[config.mk]
export PLATFORM = sky130hd
export DESIGN_NAME = rx_flow_rts
export DESIGN_NICKNAME = d
export VERILOG_FILES = /design/src/rtl/rxfd_pkg.sv /design/src/rtl/rxfd_cmp.sv /design/src/rtl/rxfd_hold.sv /design/src/rtl/rxfd_out.sv /design/src/rtl/rx_flow_rts.sv
export SDC_FILE = /design/constraint.sdc
export NUM_CORES = 1
export LEC_CHECK = 0
export BUFFER_PORTS_ARGS = -buffer_cell sky130_fd_sc_hd__buf_2
export CAP_MARGIN = 20
export CORE_AREA = 2 2 39 41
export DETAILED_ROUTE_END_ITERATION = 8
export DIE_AREA = 0 0 41 43
export GPL_TIMING_DRIVEN = 0
export HOLD_SLACK_MARGIN = 0.02
export SLEW_MARGIN = 20
export SYNTH_ARGS = -nofsm -noshare
export SYNTH_HDL_FRONTEND = slang
export SYNTH_HIERARCHICAL = 1
export SYNTH_SLANG_ARGS = --single-unit
[constraint.sdc]
create_clock -name clk -period 0.88 [get_ports clk]
set_input_delay 0.044 -clock clk [delete_from_list [all_inputs] [get_ports clk]]
set_output_delay 0.044 -clock clk [all_outputs]
set_load 0.05 [all_outputs]
[src/rtl/rxfd_pkg.sv]
package rxfd_pkg;
   typedef enum logic {
      GATE_OPEN = 1'b0,
      GATE_HELD = 1'b1
   } gate_e;
endpackage

[src/rtl/rxfd_cmp.sv]
module rxfd_cmp #(
   parameter int W       = 6,
   parameter int HYST    = 4,
   parameter int MIN_THR = 4
) (
   input  logic [W-1:0] fill,
   input  logic [W-1:0] thresh,
   output logic         en,
   output logic         trig,
   output logic         rel
);
   localparam int XW = W + 1;
   localparam logic [XW-1:0] HYST_X = XW'(HYST);

   logic [XW-1:0] fill_x;
   logic [XW-1:0] thr_x;

   assign fill_x = {1'b0, fill};
   assign thr_x  = {1'b0, thresh};

   generate
      if (MIN_THR > 0) begin : g_gate
         localparam logic [W-1:0] MIN_V = W'(MIN_THR);
         assign en = (thresh >= MIN_V);
      end else begin : g_always
         assign en = 1'b1;
      end
   endgenerate

   assign trig = (fill >= thresh);
   assign rel  = ((fill_x + HYST_X) <= thr_x);
endmodule

[src/rtl/rxfd_hold.sv]
module rxfd_hold
   import rxfd_pkg::*;
(
   input  logic  clk,
   input  logic  rst_n,
   input  logic  en,
   input  logic  trig,
   input  logic  rel,
   output gate_e held_d,
   output gate_e held_q
);
   always_comb begin
      held_d = held_q;
      if (!en)       held_d = GATE_OPEN;
      else if (trig) held_d = GATE_HELD;
      else if (rel)  held_d = GATE_OPEN;
   end

   always_ff @(posedge clk or negedge rst_n) begin
      if (!rst_n) held_q <= GATE_OPEN;
      else        held_q <= held_d;
   end


   hold_clr_chk: assert property (@(posedge clk) disable iff (!rst_n)
      !en |=> held_q == GATE_OPEN);

   hold_set_chk: assert property (@(posedge clk) disable iff (!rst_n)
      (en && trig) |=> held_q == GATE_HELD);

   hold_keep_chk: assert property (@(posedge clk) disable iff (!rst_n)
      (en && !trig && !rel) |=> held_q == $past(held_q));
endmodule

[src/rtl/rxfd_out.sv]
module rxfd_out
   import rxfd_pkg::*;
(
   input  logic  clk,
   input  logic  rst_n,
   input  logic  hw_fc,
   input  logic  sw_rts,
   input  logic  flag_d,
   input  gate_e held_d,
   output logic  rts_n,
   output logic  fd_flag
);
   always_ff @(posedge clk or negedge rst_n) begin
      if (!rst_n) begin
         rts_n   <= 1'b1;
         fd_flag <= 1'b0;
      end else begin
         rts_n   <= hw_fc ? (held_d == GATE_HELD) : ~sw_rts;
         fd_flag <= flag_d;
      end
   end


   sw_follow_chk: assert property (@(posedge clk) disable iff (!rst_n)
      !hw_fc |=> rts_n == !$past(sw_rts));

   flag_set_chk: assert property (@(posedge clk) disable iff (!rst_n)
      flag_d |=> fd_flag);

   flag_clr_chk: assert property (@(posedge clk) disable iff (!rst_n)
      !flag_d |=> !fd_flag);
endmodule

[src/rtl/rx_flow_rts.sv]
module rx_flow_rts
   import rxfd_pkg::*;
#(
   parameter int W       = 6,
   parameter int HYST    = 4,
   parameter int MIN_THR = 4
) (
   input  logic         clk,
   input  logic         rst_n,
   input  logic [W-1:0] fill,
   input  logic [W-1:0] thresh,
   input  logic         hw_fc,
   input  logic         sw_rts,
   output logic         rts_n,
   output logic         fd_flag
);
   localparam int MAXV = (1 << W) - 1;

   generate
      if (W < 2)           begin : g_bad_w   $error("W too small");            end
      if (HYST < 1)        begin : g_bad_h   $error("HYST must be positive");  end
      if (HYST > MAXV)     begin : g_bad_h2  $error("HYST exceeds range");     end
      if (MIN_THR > MAXV)  begin : g_bad_m   $error("MIN_THR exceeds range");  end
   endgenerate

   logic  en, trig, rel;
   gate_e held_d, held_q;

   rxfd_cmp #(.W(W), .HYST(HYST), .MIN_THR(MIN_THR)) u_cmp (
      .fill   (fill),
      .thresh (thresh),
      .en     (en),
      .trig   (trig),
      .rel    (rel)
   );

   rxfd_hold u_hold (
      .clk    (clk),
      .rst_n  (rst_n),
      .en     (en),
      .trig   (trig),
      .rel    (rel),
      .held_d (held_d),
      .held_q (held_q)
   );

   rxfd_out u_out (
      .clk     (clk),
      .rst_n   (rst_n),
      .hw_fc   (hw_fc),
      .sw_rts  (sw_rts),
      .flag_d  (en && trig),
      .held_d  (held_d),
      .rts_n   (rts_n),
      .fd_flag (fd_flag)
   );


   release_chk: assert property (@(posedge clk) disable iff (!rst_n)
      (hw_fc && held_q == GATE_HELD && rel) |=> !rts_n);

   block_chk: assert property (@(posedge clk) disable iff (!rst_n)
      (hw_fc && en && trig) |=> rts_n);
endmodule

==> metrics.txt <==
# TYPE chip_impl_metric gauge
chip_impl_metric{name="flow.area_growth_from_synthesis",unit="%"} 87.58
chip_impl_metric{name="synthDominantCellAreaShare",unit="%"} 33.33
chip_impl_info{name="critPathSlowestCell",value="sky130_fd_sc_hd__ha_1"} 1
chip_impl_metric{name="grtUsageMet1",unit="%"} 16.93
chip_impl_metric{name="nets",unit=""} 104
chip_impl_metric{name="num_antenna_cells",unit=""} 0
chip_impl_metric{name="detailedPlacementHpwl",unit="µm"} 791.9
chip_impl_info{name="worst_hold_path_type",value="input pin to asynchronous set/reset pin"} 1
chip_impl_info{name="rsz_0062_raised_after_global_routing",value="yes"} 1
chip_impl_info{name="worst_r2r_endpoint",value="u_out/rts_n"} 1
chip_impl_metric{name="drt-pass1-iter-count",unit=""} 2
chip_impl_metric{name="max_freq",unit="GHz"} 0.7120
chip_impl_info{name="timing.critical_path.cells",value="buf_8 -> ha_4 -> xor2_1 -> ha_1 -> nand3_2 -> a311o_1 -> o21ai_2 -> nor2b_4 -> o21a_1 -> nand2_1 -> o21ai_1"} 1
chip_impl_info{name="yosys.cell_count.top_type",value="sky130_fd_sc_hd__ha_1"} 1
chip_impl_info{name="synth_flop_cell",value="sky130_fd_sc_hd__dfrtp_1"} 1
chip_impl_metric{name="portBuffers",unit=""} 17
chip_impl_info{name="worstReg2RegStart",value="u_hold/held_q"} 1
chip_impl_info{name="worstSetupEndpointType",value="flip-flop"} 1
chip_impl_metric{name="finalInstanceArea",unit="µm²"} 774.5
chip_impl_metric{name="worst_skew_pair.late_latency",unit="ns"} 0.23
chip_impl_metric{name="reg2regPathDepth",unit=""} 4
chip_impl_metric{name="maximum_number_of_pins_on_one_net_before_global_route_repair",unit=""} 6
chip_impl_metric{name="syn_nets",unit=""} 75
chip_impl_metric{name="antenna_found_initial",unit=""} 0
chip_impl_metric{name="ys_ff_latch",unit=""} 3
chip_impl_metric{name="drc_errors",unit=""} 0
chip_impl_metric{name="initial_utilization",unit="%"} 29.84
chip_impl_metric{name="cellLeakagePower",unit="nW"} 0.3590
chip_impl_metric{name="htree_levels",unit=""} 1
chip_impl_metric{name="synthesis.instances",unit=""} 48
chip_impl_metric{name="grt_usage",unit="%"} 14.73
chip_impl_metric{name="core_area",unit="µm²"} 1384
chip_impl_info{name="result_of_the_run",value="finished with violations"} 1
chip_impl_metric{name="place_area",unit="µm²"} 604.3
chip_impl_metric{name="grt_use_met2",unit="%"} 23.75
chip_impl_metric{name="finalWirelength",unit="mm"} 1.039
chip_impl_metric{name="critPathRequiredTime",unit="ns"} 1.04
chip_impl_metric{name="async_reset_ff_share",unit="%"} 100.0
chip_impl_metric{name="mean_instance_size_in_the_synthesized_netlist",unit="µm²"} 8.602
chip_impl_info{name="crit_path_start",value="fill[3]"} 1
chip_impl_metric{name="detailedRoute.firstIterationViolations",unit=""} 2
chip_impl_metric{name="cp_max_fo",unit=""} 3
chip_impl_metric{name="worst_slew_margin_relative_to_its_limit",unit="%"} 83.31
chip_impl_metric{name="fin_crit_sh",unit="%"} 159.6
chip_impl_metric{name="timing_hold_violations_final",unit=""} 0
chip_impl_metric{name="die_height",unit="µm"} 43
chip_impl_metric{name="p_per_area",unit="nW/µm²"} 1117
chip_impl_metric{name="wirelength_per_cell",unit="µm"} 11.29
chip_impl_metric{name="buffer_levels_on_the_longest_clock_path",unit=""} 2
chip_impl_metric{name="final_max_slew_viol_count",unit=""} 0
chip_impl_metric{name="netlist-cell-type-count",unit=""} 23
chip_impl_metric{name="wire_length_of_the_first_global_routing_pass",unit="mm"} 1.794
chip_impl_metric{name="timing.clock.skew",unit="ns"} 0.00001499
chip_impl_metric{name="clock-sinks",unit=""} 3
chip_impl_metric{name="yosys_warnings",unit=""} 6
chip_impl_metric{name="final_total_pwr",unit="mW"} 0.8647
chip_impl_metric{name="tightest_slew",unit="ns"} 0.2478
chip_impl_metric{name="vias_per_instance",unit=""} 4.793
chip_impl_info{name="yosys.area.top_type",value="sky130_fd_sc_hd__ha_1"} 1
chip_impl_info{name="cts_tree",value="yes"} 1
chip_impl_info{name="busiest_layer",value="met2"} 1
chip_impl_metric{name="timing.reg2reg.setup_slack",unit="ns"} 0.05
chip_impl_info{name="root_buffer",value="sky130_fd_sc_hd__clkbuf_4"} 1
chip_impl_metric{name="cts_buffers",unit=""} 3
chip_impl_metric{name="timing.final.crit_period",unit="ns"} 1.404
chip_impl_metric{name="timing.max_cap.violations",unit=""} 0
chip_impl_metric{name="cp.arrival",unit="ns"} 1.57
chip_impl_info{name="worstSetupPathType",value="input pin to flip-flop"} 1
chip_impl_metric{name="finalWorstSetupSlack",unit="ns"} -0.5245
chip_impl_metric{name="fp-row-count",unit=""} 14
chip_impl_metric{name="routed-via-count",unit=""} 441
chip_impl_metric{name="number_of_flops_mapped_to_enable_cells_by_yosys",unit=""} 0
chip_impl_metric{name="synth.cell_area",unit="µm²"} 412.9
chip_impl_metric{name="grt_util_met3",unit="%"} 3.141
chip_impl_info{name="synth_commonest_cells",value="sky130_fd_sc_hd__ha_1, sky130_fd_sc_hd__inv_1, sky130_fd_sc_hd__a21oi_1, sky130_fd_sc_hd__nand3_1"} 1
chip_impl_metric{name="clk_pin_slew_worst_paths",unit="ns"} 0.04
chip_impl_metric{name="num-fill-cells",unit=""} 126
chip_impl_metric{name="synth-seq-area-share",unit="%"} 18.48
chip_impl_info{name="synth_area_leaders",value="sky130_fd_sc_hd__ha_1, sky130_fd_sc_hd__dfrtp_1, sky130_fd_sc_hd__inv_1"} 1
chip_impl_metric{name="grt_overflow",unit=""} 0
chip_impl_metric{name="layout-drive-gt1-share",unit="%"} 57.89
chip_impl_metric{name="grt_pass1_vias",unit=""} 459
chip_impl_metric{name="slowest_delay",unit="ns"} 0.31
chip_impl_metric{name="dpl_worst_slack",unit="ns"} -0.8128
chip_impl_metric{name="hold_ws",unit="ns"} 0.1406
chip_impl_metric{name="setup_viol_count_final",unit=""} 4
chip_impl_metric{name="floorplan.die_area",unit="µm²"} 1763
chip_impl_metric{name="die_width",unit="µm"} 41
chip_impl_info{name="violations",value="negative setup slack"} 1
chip_impl_metric{name="gp_congestion",unit=""} 0.7260
chip_impl_metric{name="ant_nets",unit=""} 0
chip_impl_info{name="worst_setup_path_start_kind",value="input pin"} 1
chip_impl_metric{name="floorplan.io_pins",unit=""} 18
chip_impl_metric{name="peakVddDrop",unit="mV"} 0.3936
cell type report:
class                      instances  area, µm²  share of cell area (%)
inverter                           8      40.04                   5.170
clock buffer                       4      26.28                   3.393
tap                               16      20.02                   2.585
timing repair buffer              24      180.2                   23.26
sequential                         3      76.32                   9.855
multi-input combinational         37      431.7                   55.74
state kept, by name, indices dropped and copies added (netlist names):
name	count
u_out/rts_n	1
u_out/fd_flag	1
u_hold/held_q	1
worst max-delay path, delay by kind of cell:
kind                     cells  cell delay [ns]
AO/OA/AOI/OAI                4             0.62
XOR/XNOR                     1             0.14
AND/OR/NAND/NOR              3             0.20
buffers and inverters        1             0.11
adder cells (fa/ha/maj)      2             0.46
per-layer routing:
| layer | part of all wire (%) | wire, µm | vias to the layer above |
|---|---|---|---|
| li1 | - | - | 226 |
| met1 | 42 | 434 | 203 |
| met2 | 53 | 551 | 12 |
| met3 | 5.2 | 54 | 0 |
| met4 | 0 | 0 | 0 |
| met5 | 0 | 0 | - |
placed cells by master, fill, tap and decap left out, types with 2 or more instances in the layout:
cell                            count
sky130_fd_sc_hd__a21oi_2            2
sky130_fd_sc_hd__nor2b_4            2
sky130_fd_sc_hd__ha_1               6
sky130_fd_sc_hd__a21oi_1            2
sky130_fd_sc_hd__inv_4              2
sky130_fd_sc_hd__nand3_1            2
sky130_fd_sc_hd__dlygate4sd3_1      3
sky130_fd_sc_hd__buf_2             12
sky130_fd_sc_hd__nand3_2            2
sky130_fd_sc_hd__clkbuf_4           4
sky130_fd_sc_hd__ha_4               5
sky130_fd_sc_hd__buf_4              5
sky130_fd_sc_hd__inv_1              4
sky130_fd_sc_hd__buf_8              3
sky130_fd_sc_hd__dfrtp_1            2
worst max path at each step:
stage          cells past startpoint          end  slack (ns)
4_1_cts                           11  u_out/rts_n       -0.54
3_3_place_gp                      11  u_out/rts_n       -0.80
6_report                          11  u_out/rts_n       -0.52
5_1_grt                           11  u_out/rts_n       -0.60
2_1_floorplan                     10  u_out/rts_n       -0.54
3_5_place_dp                      11  u_out/rts_n       -0.81
what timing repair did:
item,4_1_cts,5_1_grt
gates resized for setup,11,10
hold endpoints to repair,4,0
cloned,0,0
endpoints found under the setup margin,3,5
pin swaps,4,9
hold buffers,3,0
buffers inserted,2,2
stage by stage:
stage | setup TNS (ns) | instances | util, %
2_1_floorplan | -1.052 | 48 | -
4_1_cts | -1.081 | 90 | 51.54
3_5_place_dp | -1.784 | 81 | 43.67
5_1_grt | -1.218 | 92 | 55.97
3_3_place_gp | -1.761 | 81 | 43.67
6_report | -1.049 | 92 | 55.97
logic make-up (layout without fill, tap and decap cells):
logic type                 Yosys count  count (layout)  share of synthesized area [%]
buffers and inverters                8              36                          7.273
and+or+nand+nor                     11              11                          16.97
adders and majority gates           11              11                          33.33
AOI/OAI and AO/OA                   13              13                          19.70
DFF                                  3               3                          18.49
xor gates and xnor gates             2               2                          4.243
power breakdown:
part	switching, mW	internal, mW	leakage [nW]	total (mW)
clock network	0.0739	0.170	0.0150	0.244
registers	0.00797	0.165	0.0343	0.173
logic	0.219	0.230	0.310	0.448
total	0.300	0.564	0.359	0.865
Power figures use the tool's default switching activity.
